--- config.mk ---
export PLATFORM = sky130hd
export DESIGN_NAME = fine_steer_dither
export DESIGN_NICKNAME = d
export VERILOG_FILES = /design/src/rtl/fine_steer_pkg.sv /design/src/rtl/steer_word_latch.sv /design/src/rtl/cascade_accum_core.sv /design/src/rtl/code_saturate.sv /design/src/rtl/fine_steer_dither.sv
export SDC_FILE = /design/constraint.sdc
export NUM_CORES = 1
export LEC_CHECK = 0
export BUFFER_PORTS_ARGS = -buffer_cell sky130_fd_sc_hd__buf_2
export CAP_MARGIN = 10
export CORE_ASPECT_RATIO = 0.9
export CORE_MARGIN = 1
export CORE_UTILIZATION = 40
export CTS_CLUSTER_SIZE = 28
export DETAILED_ROUTE_END_ITERATION = 6
export GPL_TIMING_DRIVEN = 0
export PLACE_DENSITY_LB_ADDON = 0.25
export SLEW_MARGIN = 10
export SYNTH_ARGS = -nofsm -noshare
export SYNTH_HDL_FRONTEND = slang
export SYNTH_HIERARCHICAL = 1
export SYNTH_SLANG_ARGS = --single-unit
--- constraint.sdc ---
create_clock -name clk -period 7.9 [get_ports clk]
set_input_delay 2.37 -clock clk [delete_from_list [all_inputs] [get_ports clk]]
set_output_delay 2.37 -clock clk [all_outputs]
set_load 0.005 [all_outputs]
--- src/rtl/fine_steer_pkg.sv ---
package fine_steer_pkg;
    typedef enum logic [0:0] {
        ST_HOLD = 1'b0,
        ST_CALC = 1'b1
    } dither_state_t;
endpackage

--- src/rtl/steer_word_latch.sv ---
module steer_word_latch #(
    parameter int WORD_W = 24,
    parameter logic [WORD_W-1:0] RESET_WORD = '0
) (
    input  logic              clk,
    input  logic              rst,
    input  logic              load_valid,
    input  logic [WORD_W-1:0] load_word,
    input  logic              take,
    output logic [WORD_W-1:0] active_word
);
    logic [WORD_W-1:0] pending_q;

    always_ff @(posedge clk) begin
        if (rst) begin
            pending_q   <= RESET_WORD;
            active_word <= RESET_WORD;
        end else begin
            if (load_valid) pending_q <= load_word;
            if (take) active_word <= load_valid ? load_word : pending_q;
        end
    end

    // the active word changes only on an accepted strobe
    AST_ACTIVE_ONLY_ON_TAKE: assert property (@(posedge clk) disable iff (rst)
        !take |=> $stable(active_word));
endmodule

--- src/rtl/cascade_accum_core.sv ---
module cascade_accum_core #(
    parameter int FRAC_W = 8
) (
    input  logic              clk,
    input  logic              rst,
    input  logic              advance,
    input  logic [FRAC_W-1:0] frac,
    output logic signed [2:0] delta
);
    logic [FRAC_W-1:0] acc1_q, acc2_q;
    logic              c2_prev_q;
    logic [FRAC_W:0]   sum1, sum2;
    logic              c1, c2;

    always_comb begin
        sum1  = {1'b0, acc1_q} + {1'b0, frac};
        c1    = sum1[FRAC_W];
        sum2  = {1'b0, acc2_q} + {1'b0, sum1[FRAC_W-1:0]};
        c2    = sum2[FRAC_W];
        delta = $signed({2'b00, c1}) + $signed({2'b00, c2}) - $signed({2'b00, c2_prev_q});
    end

    always_ff @(posedge clk) begin
        if (rst) begin
            acc1_q    <= '0;
            acc2_q    <= '0;
            c2_prev_q <= 1'b0;
        end else if (advance) begin
            acc1_q    <= sum1[FRAC_W-1:0];
            acc2_q    <= sum2[FRAC_W-1:0];
            c2_prev_q <= c2;
        end
    end

    // accumulators held whenever no step is taken
    AST_HOLD_WITHOUT_STEP: assert property (@(posedge clk) disable iff (rst)
        !advance |=> ($stable(acc1_q) && $stable(acc2_q) && $stable(c2_prev_q)));
    // a zero fraction from cleared state leaves the first accumulator at zero
    AST_ZERO_FRAC_REST: assert property (@(posedge clk) disable iff (rst)
        (advance && frac == '0 && acc1_q == '0) |=> acc1_q == '0);
endmodule

--- src/rtl/code_saturate.sv ---
module code_saturate #(
    parameter int INT_W = 16
) (
    input  logic [INT_W-1:0]  base,
    input  logic signed [2:0] delta,
    output logic [INT_W-1:0]  code_sat
);
    localparam logic signed [INT_W+1:0] TOP = $signed({2'b00, {INT_W{1'b1}}});
    logic signed [INT_W+1:0] wide;

    always_comb begin
        wide = $signed({2'b00, base}) + {{(INT_W-1){delta[2]}}, delta};
        if (wide < 0)        code_sat = '0;
        else if (wide > TOP) code_sat = '1;
        else                 code_sat = wide[INT_W-1:0];
    end
endmodule

--- src/rtl/fine_steer_dither.sv ---
module fine_steer_dither #(
    parameter int INT_W  = 16,
    parameter int FRAC_W = 8,
    parameter logic [INT_W+FRAC_W-1:0] RESET_WORD = 24'h800000
) (
    input  logic                    clk,
    input  logic                    rst,
    input  logic                    load_valid,
    input  logic [INT_W+FRAC_W-1:0] load_word,
    input  logic                    upd_stb,
    output logic                    code_valid,
    output logic [INT_W-1:0]        code
);
    import fine_steer_pkg::*;

    localparam int WORD_W = INT_W + FRAC_W;
    localparam logic [INT_W-1:0] CODE_MAX = '1;

    dither_state_t     state_q, state_d;
    logic [WORD_W-1:0] active_word;
    logic [INT_W-1:0]  act_int, sat_code;
    logic [FRAC_W-1:0] act_frac;
    logic signed [2:0] delta;
    logic              take, at_top, advance;

    assign take     = (state_q == ST_HOLD) && upd_stb;
    assign act_int  = active_word[WORD_W-1:FRAC_W];
    assign act_frac = active_word[FRAC_W-1:0];
    assign at_top   = (act_int == CODE_MAX);
    assign advance  = (state_q == ST_CALC) && !at_top;

    steer_word_latch #(.WORD_W(WORD_W), .RESET_WORD(RESET_WORD)) u_latch (
        .clk(clk), .rst(rst), .load_valid(load_valid), .load_word(load_word),
        .take(take), .active_word(active_word));

    cascade_accum_core #(.FRAC_W(FRAC_W)) u_core (
        .clk(clk), .rst(rst), .advance(advance), .frac(act_frac), .delta(delta));

    code_saturate #(.INT_W(INT_W)) u_sat (
        .base(act_int), .delta(delta), .code_sat(sat_code));

    always_comb begin
        state_d = state_q;
        unique case (state_q)
            ST_HOLD: if (upd_stb) state_d = ST_CALC;
            ST_CALC: state_d = ST_HOLD;
            default: state_d = ST_HOLD;
        endcase
    end

    always_ff @(posedge clk) begin
        if (rst) state_q <= ST_HOLD;
        else     state_q <= state_d;
    end

    always_ff @(posedge clk) begin
        if (rst) begin
            code_valid <= 1'b0;
            code       <= RESET_WORD[WORD_W-1:FRAC_W];
        end else begin
            code_valid <= (state_q == ST_CALC);
            if (state_q == ST_CALC) code <= at_top ? CODE_MAX : sat_code;
        end
    end

    AST_VALID_ONE_CYCLE: assert property (@(posedge clk) disable iff (rst)
        code_valid |=> !code_valid);
    AST_CODE_QUIET: assert property (@(posedge clk) disable iff (rst)
        (!code_valid && !$past(rst)) |-> $stable(code));
    AST_CALC_RETURNS: assert property (@(posedge clk) disable iff (rst)
        (state_q == ST_CALC) |=> (state_q == ST_HOLD && code_valid));
    AST_TOP_PINNED: assert property (@(posedge clk) disable iff (rst)
        (state_q == ST_CALC && at_top) |=> code == CODE_MAX);
    AST_NEAR_INTEGER: assert property (@(posedge clk) disable iff (rst)
        (state_q == ST_CALC && !at_top && act_int != '0)
        |=> (code + 1'b1 >= $past(act_int) && code <= $past(act_int) + 2'd2));
endmodule

==> impl_metrics.csv, run 1 <==
group,metric,value,unit
yosys,synth-adder-area-share,10.4,%
worst_setup_path,slowest_delay,670,ps
grt,grt_use_total,19.0,%
yosys,syn_nets,620,
floorplanning,start_util,40.8,%
power,pwr-share-comb,20.6,%
power,clockPowerShare,37.9,%
worst_setup_path,path_class,"flip-flop to flip-flop",
floorplanning,die_h,107,µm
grt,grt_pass1_wl,19.1,mm
sta,tightest_slew,798,ps
worst_hold_path,hold_path.startpoint,"u_latch/pending_q[23]",
worst_setup_path,arrival,6970,ps
power,power.internal,0.793,mW
yosys,synth_compound_area_share,21.3,%
detailed_routing,ant_nets,0,
clock_network,cts_root_buf,"clkbuf_16",
yosys,synth_top_family_by_area,"compound AO/OA/AOI/OAI gates",
yosys,synth_top_area_share,33.8,%
yosys,netlist_top_cells_area,"dfxtp_1 (34%), ha_1 (9.2%), nor2_1 (6.6%)",
layout,fillers,1210,
worst_setup_path,startpoint_type,"flip-flop",
floorplanning,die-area,12700,µm²
yosys,ys_types,66,
detailed_routing,first_iter_violations,276,
placement,routabilityCongestion,0.831,
sta,post-route-period-util,84.9,%
worst_setup_path,path_buf_inv,4,
detailed_routing,finalWirelength,11.3,mm
worst_setup_path,r2r-start,"u_latch/active_word[0]",
layout,regArea,1660,µm²
sta,clock_skew,10.5,ps
power,power.switching,0.324,mW
clock_network,cts_setup_buffers,0,
power,pwr-share-seq,41.5,%
clock_network,htreeDepth,3,
floorplanning,core,12000,µm²
yosys,synth_top_cell_by_area,"dfxtp_1",
grt,grt-ovfl-total,0,
layout,multi_input_comb_area,2930,µm²
sta,rsz0062_at_grt,"false",
floorplanning,pin_count,45,
sta,slew_viol_final,0,
clock_network,insertion_delay,350,ps
worst_setup_path,path_max_fanout,19,
clock_network,clock_path_buffers,2,
sta,setup_viol,0,
layout,syn_to_final_growth,14.5,%
worst_hold_path,hold_path.class,"flip-flop to flip-flop",
clock_network,clk_pin_slew,60,ps
clock_network,cts_tree,"built",
detailed_routing,drt-pass1-iter-count,5,
clock_network,cts_made_buffers,9,
yosys,avgSynthCellArea,8.88,µm²
floorplanning,row_count,38,
worst_setup_path,path_delay_family,"adder cells",
power,vdd_drop_max,162,µV
worst_setup_path,crit_path_end_kind,"flip-flop",
worst_hold_path,holdPathStages,2,
clock_network,ctsHoldBuffers,0,
floorplanning,die_x,119,µm
yosys,synth_xor_area_share,3.39,%
sta,slew_headroom,46.8,%
sta,fin_crit,6710,ps
grt,antenna_found_initial,0,
yosys,synth_seq_area_share,33.8,%
yosys,synth_edf_count,0,
sta,max_freq,0.149,GHz
yosys,synth.area.mux_share,6.14,%
power,sw_frac_of_total,29.0,%
worst_setup_path,crit_required,8160,ps
layout,finalNetCount,673,
sta,hold_violations,0,
power,cellPowerDensity,199,nW/µm²
power,p_leak,2.47,nW
yosys,synthCells,553,
run,drv_cap,0,
sta,setup-tns-final,0,ps
clock_network,clock_sinks,83,
worst_setup_path,r2r_end,"code[4]",
detailed_routing,vias,4090,
yosys,synth-seq-cells,83,
worst_setup_path,cp.depth,25,
worst_setup_path,r2r_cells,25,
detailed_routing,wl_per_cell,14.6,µm
placement,port_buffers,42,
detailed_routing,drc,0,
yosys,yosysWarnings,6,
layout,n_antenna_cell,0,
clock_network,ctsResizeCount,0,
placement,detailed_place_hpwl,8.66,mm
layout,final_layout_size_suffix_gt1_share,14.6,%
detailed_routing,vias_per_cell,5.30,
outcome,status,"finished, final reports clean",
yosys,synth-simple-area-share,18.4,%
yosys,syn_area,4910,µm²
yosys,ys.flop_type,"dfxtp_1",
worst_hold_path,hold_end,"u_latch/pending_q[23]",
yosys,synthArstFlopShare,0,%
grt,grt_max_degree,20,
worst_setup_path,critical-path-slowest-cell,"ha_1",
worst_setup_path,rrSetupSlack,1190,ps
grt,grt_pass1_vias,3942,
worst_setup_path,path_common_cell,"ha_1",
sta,hold_ws,481,ps
## worst min-delay path: cells and delay by family, from the launching register on
family           cells  cell delay, ps
multiplexers         1              70
flip-flops           1             310
AND/OR/NAND/NOR      1              70
## power by group through the flow
| stage | Sequential [mW] | Combinational (mW) | Clock, mW |
|---|---|---|---|
| floorplan | 0.468 | 0.176 | 0 |
| global placement | 0.472 | 0.223 | 0 |
| detailed placement | 0.473 | 0.228 | 0 |
| CTS | 0.464 | 0.230 | 0.432 |
| global route | 0.467 | 0.258 | 0.450 |
| finish | 0.464 | 0.230 | 0.423 |
## layout by cell type (no fill, tap or decap), types with 4 or more instances in the layout
master / instances
nor2_1: 87
dfxtp_1: 83
buf_2: 49
ha_1: 36
inv_1: 34
a211oi_1: 33
mux2i_1: 29
nand2_1: 25
a21oi_1: 17
clkbuf_1: 16
o21a_1: 16
xnor2_1: 12
nand3_1: 11
a211oi_2: 10
clkbuf_16: 9
o21ai_0: 9
a21o_1: 9
nor3b_1: 9
o211ai_1: 8
xor2_1: 7
nand4_1: 6
nor2b_1: 6
a31oi_1: 6
nand2b_1: 6
buf_6: 4
## sequential cells by signal, summed over array words and instances (netlist names)
signal               flops
u_core/acc1_q            8
u_core/acc2_q            8
u_latch/pending_q       24
state_q                  1
code_valid               1
code                    16
u_core/c2_prev_q         1
u_latch/active_word     24
## worst max-delay path by stage
stage | from | endpoint | slack [ps]
finish | u_latch/active_word[0] | code[4] | 1190
global route | u_latch/active_word[0] | code[9] | 610
CTS | u_latch/active_word[0] | code[11] | 1140
detailed placement | u_latch/active_word[0] | code[11] | 1190
global placement | u_latch/active_word[0] | code[15] | 1240
floorplan | u_latch/active_word[0] | code[15] | 2100
## cell usage after synthesis (3+ instances only)
master,number
nor3b_1,9
a21oi_1,17
nor2b_1,6
dfxtp_1,83
buf_2,7
ha_1,36
mux2i_1,29
xnor2_1,12
nor4_1,3
and3_1,3
xor2_1,7
a211oi_1,33
o41a_1,3
nand3_1,11
a31oi_1,6
inv_1,34
o21a_1,16
o21ai_0,9
or3_1,3
buf_1,3
nand4_1,6
nand2b_1,6
clkbuf_1,15
nor2_1,87
fa_1,3
a21o_1,9
o211ai_1,8
buf_6,4
nand2_1,25
a211oi_2,10
nor3_1,3
## routing by layer
layer | track usage, % | wire [µm] | vias to the layer above
met1 | 24.9 | 5640 | 1864
met4 | 6.78 | 191 | 0
met5 | 0 | 0 | -
met3 | 5.11 | 570 | 16
li1 | - | - | 2112
met2 | 29.9 | 4870 | 98
## cell families after synthesis
family	after synthesis
XOR/XNOR	19
multiplexers	30
buffers and inverters	66
flip-flops	83
AO/OA/AOI/OAI	136
adder cells (fa/ha/maj)	39
AND/OR/NAND/NOR	180
## metrics by stage
| step | worst slack [ps] | power, mW | util (%) | instance area (µm²) | cells |
|---|---|---|---|---|---|
| 6_report | 1190 | 1.12 | 46.7 | 5620 | 771 |
| 5_1_grt | 614 | 1.18 | 46.7 | 5620 | 771 |
| 4_1_cts | 1140 | 1.13 | 46.7 | 5620 | 771 |
| 3_5_place_dp | 1190 | 0.701 | 44.2 | 5320 | 755 |
| 3_3_place_gp | 1240 | 0.695 | 44.2 | 5320 | 755 |
| 2_1_floorplan | 2100 | 0.643 | - | 4910 | 553 |
## final cells by class
class	count	share of cell area [%]
buffer	31	3.34
clock buffer	10	4.07
clock inverter	6	1.27
inverter	35	2.34
multi-input combinational	404	52.1
sequential	83	29.6
tap	160	3.56
timing repair buffer	42	3.74
No activity file was read; power rests on OpenSTA's default activity.
==> run 2: changes to the inputs <==
- ABC_AREA: default -> 1
- clock period: 7.9 -> 5.85 ns (I/O delays scaled with it)
==> run 2 against run 1 <==
  * The flow now finishes with violations (DRC)
  * Sequential share of layout area is 2.4 points lower
  * Sequential power is 35% higher
  * Setup slack got worse by 520 ps
  * Die area up 10%
  * Highest routed layer unchanged
==> impl_metrics.csv, run 2 <==
group,metric,value,unit
power,power,1.51,mW
clock_network,cts_setup_buffers,0,
sta,hold_ws,464,ps
yosys,ys.flop_type,"dfxtp_1",
yosys,syn_nets,922,
layout,finalNetCount,976,
yosys,synth-seq-cells,83,
layout,final_layout_size_suffix_gt1_share,12.4,%
worst_setup_path,crit_path_end_kind,"flip-flop",
sta,fin_crit,5180,ps
grt,grt-ovfl-total,0,
power,cellPowerDensity,246,nW/µm²
clock_network,ctsHoldBuffers,0,
layout,multi_input_comb_area,3010,µm²
worst_hold_path,hold_path.class,"flip-flop to flip-flop",
grt,antenna_found_initial,0,
outcome,violations,"DRC",
sta,slew_headroom,69.9,%
floorplanning,pin_count,45,
layout,reg_top3,"u_latch/active_word: 24 flops, u_latch/pending_q: 24 flops, code: 16 flops",
grt,grt_pass1_wl,19.3,mm
worst_setup_path,path_buf_inv,6,
yosys,synth_seq_area_share,30.6,%
yosys,synth_top_area_share,30.6,%
sta,hold_violations,0,
clock_network,cts_made_buffers,9,
clock_network,insertion_delay,340,ps
yosys,synth_edf_count,0,
yosys,yosysMostFrequentCell,"nand2_1",
grt,grt_use_total,17.0,%
layout,utilization,46.0,%
run,drv_cap,0,
floorplanning,die_x,125,µm
clock_network,htreeDepth,3,
floorplanning,die_h,113,µm
detailed_routing,wl_per_cell,10.2,µm
yosys,netlist_top_cells_area,"dfxtp_1 (31%), nand2_1 (17%), inv_1 (9.9%)",
yosys,synth_top_cell_by_area,"dfxtp_1",
worst_setup_path,critical-path-slowest-cell,"ha_2",
clock_network,cts_tree,"built",
sta,setup-tns-final,0,ps
yosys,yosysWarnings,6,
detailed_routing,finalWirelength,11.0,mm
worst_setup_path,arrival,5420,ps
yosys,avgSynthCellArea,6.35,µm²
placement,port_buffers,43,
detailed_routing,vias,4776,
sta,rsz0062_at_grt,"false",
yosys,synthArstFlopShare,0,%
worst_setup_path,path_class,"flip-flop to flip-flop",
power,vdd_drop_max,184,µV
floorplanning,core,13300,µm²
layout,final_cell_mix,"nand2_1 (251), inv_1 (143), nor2_1 (133), dfxtp_1 (83), nand3_1 (63)",
clock_network,clk_pin_slew,60,ps
detailed_routing,first_iter_violations,213,
yosys,ys_types,36,
placement,place_ws,470,ps
placement,dpl_cell_area,5850,µm²
sta,clock_skew,9.25,ps
floorplanning,start_util,40.8,%
detailed_routing,ant_nets,0,
placement,dpl.cell_count,1066,
worst_setup_path,path_delay_family,"adder cells",
grt,grt_max_degree,18,
detailed_routing,vias_per_cell,4.42,
floorplanning,row_count,40,
sta,tightest_slew,452,ps
worst_setup_path,path_common_cell,"nand2_1",
yosys,syn_area,5430,µm²
placement,routabilityCongestion,0.857,
floorplanning,die-area,14000,µm²
clock_network,clock_path_buffers,2,
layout,fin_area,6120,µm²
layout,fillers,1433,
clock_network,cts_root_buf,"clkbuf_16",
sta,post-route-period-util,88.6,%
clock_network,clock_sinks,83,
detailed_routing,drt-pass1-iter-count,7,
grt,grt_pass1_vias,4188,
outcome,status,"finished with violations",
sta,setup_slack,666,ps
placement,detailed_place_hpwl,8.67,mm
layout,syn_to_final_growth,12.8,%
layout,regArea,1660,µm²
detailed_routing,drc,12,
yosys,synthCells,855,
layout,n_antenna_cell,0,
sta,setup_viol,0,
yosys,synth_common_cells,"nand2_1 (251), inv_1 (143), nor2_1 (133)",
sta,slew_viol_final,0,
worst_setup_path,crit_required,6090,ps
power,p_leak,3.58,nW
worst_setup_path,path_max_fanout,17,
layout,stdcell_count,1080,
layout,final_common_cell,"nand2_1",
worst_setup_path,slowest_delay,420,ps
worst_setup_path,startpoint_type,"flip-flop",
sta,max_freq,0.193,GHz
run 2: path summary, 6_finish.rpt:
path | startpoint | end | slack (ps) | depth (start not counted)
worst max-delay path | u_latch/active_word[0] | code[5] | 670 | 33
worst min-delay path | u_latch/pending_q[2] | u_latch/pending_q[2] | 460 | 2
worst min register to register | u_latch/pending_q[2] | u_latch/pending_q[2] | 460 | 2
worst max register to register | u_latch/active_word[0] | code[5] | 670 | 33
run 2: tightest hold or removal path, stage by stage, from the launching register on:
cell and delay (ps):
dfxtp_1 290, nand2_1 70, a21oi_1 50
run 2: where the power goes:
group          switching [mW]  internal (mW)  total (mW)
clock network           0.223          0.294       0.517
logic                   0.218          0.146       0.363
registers              0.0218          0.605       0.627
total                   0.463           1.04        1.51
run 2: routing by layer:
layer	vias up	GRT usage, %	routed length, µm	share of wire [%]
li1	2695	-	-	-
met1	1975	24.2	6030	55
met2	97	25.3	4340	39
met3	9	3.53	516	4.7
met4	0	5.43	126	1.1
met5	-	0	0	0
run 2: logic make-up after synthesis:
family	share of synthesized area [%]
AND/OR/NAND/NOR	37.4
buffers and inverters	14.0
flip-flops	30.6
AO/OA/AOI/OAI	5.90
adder cells (fa/ha/maj)	9.40
XOR/XNOR	2.77
run 2: layout make-up:
class	instances	area share, %
clock buffers	10	3.90
well taps	168	3.43
flip-flops and latches	83	27.1
clock inverters	4	0.429
plain buffers	27	3.39
inverters	146	8.99
repair buffers	43	3.52
multi-input cells	599	49.2
run 2: repair_timing:
action                                  4_1_cts  5_1_grt
gates resized for setup                       0        1
endpoints found under the setup margin        0       10
hold endpoints to repair                      0        0
==> run 3: changes to the inputs <==
- ABC_AREA: 1 -> default
- SETUP_SLACK_MARGIN: default -> 0.2
==> run 3 against run 2 <==
  * The flow now finishes without violations
  * Clock power increased by 2%
  * Non-clock buffer count increased by 31
  * Clock-buffer cell count stayed put
  * Hold slack improved by 18 ps
  * Clock skew increased by 1.3 ps
  * Maximum frequency down 8.1%
  * Combinational power about the same
  * Setup slack worse by 460 ps
  * Total power increased by 0.77%
  * Largest cell class unchanged
==> impl_metrics.csv, run 3 (synthesized netlist as in run 1, its figures left out) <==
group,metric,value,unit
outcome,status,"finished, final reports clean",
grt,grt_max_degree,16,
worst_hold_path,holdPathStages,2,
power,p_leak,2.67,nW
sta,post-route-period-util,96.4,%
detailed_routing,ant_nets,0,
worst_setup_path,crit_path_end_kind,"flip-flop",
clock_network,clock_sinks,83,
sta,rsz0062_at_grt,"true",
grt,antenna_found_initial,0,
placement,detailed_place_hpwl,8.77,mm
layout,n_antenna_cell,0,
clock_network,insertion_delay,350,ps
worst_setup_path,arrival,5870,ps
sta,tightest_slew,660,ps
worst_hold_path,hold_end,"u_latch/pending_q[23]",
floorplanning,die_h,107,µm
sta,hold_ws,482,ps
layout,final_common_cell,"nor2_1",
sta,clock_skew,10.5,ps
clock_network,cts_root_buf,"clkbuf_16",
floorplanning,die-area,12700,µm²
power,cellPowerDensity,248,nW/µm²
power,pwr-share-seq,41.3,%
power,clockPowerShare,34.7,%
clock_network,clk_pin_slew,60,ps
placement,dpl_cell_area,5330,µm²
run,drv_cap,0,
worst_setup_path,r2r-start,"u_latch/active_word[0]",
power,power.switching,0.461,mW
sta,hold_violations,0,
detailed_routing,vias,4284,
detailed_routing,drt-pass1-iter-count,5,
floorplanning,start_util,40.8,%
clock_network,htreeDepth,3,
layout,multi_input_comb_area,3210,µm²
power,vdd_drop_max,210,µV
grt,grt_use_total,19.9,%
layout,final_cell_mix,"nor2_1 (86), dfxtp_1 (81), buf_2 (48), inv_1 (32), mux2i_1 (29)",
sta,slew_headroom,55.3,%
clock_network,cts_made_buffers,9,
layout,finalNetCount,701,
floorplanning,die_x,119,µm
worst_hold_path,hold_path.startpoint,"u_latch/pending_q[23]",
worst_setup_path,rrSetupSlack,210,ps
worst_setup_path,crit_required,6080,ps
detailed_routing,finalWirelength,12.2,mm
layout,reg_top3,"u_latch/active_word: 24 flops, u_latch/pending_q: 24 flops, code: 16 flops",
floorplanning,pin_count,45,
sta,fin_crit,5640,ps
floorplanning,row_count,38,
layout,fillers,1133,
worst_hold_path,hold_path.class,"flip-flop to flip-flop",
grt,grt-ovfl-total,0,
detailed_routing,drc,0,
detailed_routing,wl_per_cell,15.2,µm
worst_setup_path,path_class,"flip-flop to flip-flop",
grt,grt_pass1_vias,4112,
floorplanning,core,12000,µm²
clock_network,clock_path_buffers,2,
detailed_routing,first_iter_violations,319,
layout,syn_to_final_growth,24.5,%
clock_network,ctsHoldBuffers,0,
layout,final_layout_size_suffix_gt1_share,25.4,%
detailed_routing,vias_per_cell,5.36,
layout,regArea,1660,µm²
power,sw_frac_of_total,30.3,%
power,pwr-share-comb,24.0,%
sta,max_freq,0.177,GHz
placement,routabilityCongestion,0.834,
worst_setup_path,r2r_cells,25,
layout,fin_area,6120,µm²
worst_setup_path,startpoint_type,"flip-flop",
power,power.internal,1.06,mW
sta,slew_viol_final,0,
worst_setup_path,r2r_end,"code[15]",
sta,setup_viol,0,
worst_setup_path,path_max_fanout,8,
clock_network,cts_tree,"built",
placement,port_buffers,42,
grt,grt_pass1_wl,19.9,mm
run 3: power by group through the flow:
| stage | clock, mW | sequential (mW) | combinational (mW) |
|---|---|---|---|
| CTS | 0.542 | 0.628 | 0.337 |
| global placement | 0 | 0.637 | 0.303 |
| global route | 0.570 | 0.632 | 0.403 |
| finish | 0.527 | 0.628 | 0.364 |
| floorplan | 0 | 0.632 | 0.237 |
| detailed placement | 0 | 0.639 | 0.309 |
run 3: cell type report:
cell class / instances / share of cell area [%]
multi-input cells: 404 / 52.6
repair buffers: 70 / 7.12
clock inverters: 6 / 0.777
clock buffers: 10 / 3.74
flip-flops and latches: 83 / 27.2
inverters: 35 / 2.15
plain buffers: 31 / 3.17
well taps: 160 / 3.27
run 3: worst max-delay path, stage by stage (launching register included):
cell      delay (ps)
dfxtp_2          340
ha_4             160
fa_2             340
a21o_1           210
and4_4           200
or3_4            380
xor2_2           160
ha_2             210
nor3_4           140
o211ai_1         170
a31oi_2          220
inv_1             60
ha_1             260
inv_1             40
ha_2             170
ha_4             200
ha_1             280
buf_2            200
nand2_1          180
nor4_2           310
o21ai_1          190
a31oi_2          230
xnor2_2          180
buf_4            170
o31a_1           100
o41a_1           400
run 3: stage by stage:
step	worst slack [ps]	power (mW)	util, %	std cells	setup TNS (ps)
floorplan	259	0.869	-	553	0
global placement	-505	0.940	44.3	755	-6800
detailed placement	-549	0.948	44.3	755	-7820
CTS	203	1.51	49.1	786	0
global route	-39.3	1.61	50.8	799	-113
finish	208	1.52	50.8	799	0
run 3: how the worst max path moves through the flow:
stage / end / from / cells past startpoint / slack (ps)
5_1_grt: code[2] / u_latch/active_word[0] / 26 / -40
2_1_floorplan: code[15] / u_latch/active_word[0] / 23 / 260
4_1_cts: code[15] / u_core/acc1_q[0] / 25 / 200
3_3_place_gp: code[15] / u_latch/active_word[0] / 23 / -500
3_5_place_dp: code[10] / u_latch/active_word[0] / 25 / -550
6_report: code[15] / u_latch/active_word[0] / 25 / 210
run 3: what timing repair did:
action / CTS / global route
pin swaps: 20 / 26
buffers inserted: 14 / 13
setup endpoints to repair: 16 / 16
resized for setup: 34 / 27
cloned: 1 / 0
run 3: routing by layer:
metal / routed length, µm / global-route usage (%) / vias up
li1: - / - / 2161
met1: 5750 / 25.7 / 2012
met2: 5620 / 32.1 / 97
met3: 585 / 4.63 / 14
met4: 197 / 7.41 / 0
met5: 0 / 0 / -
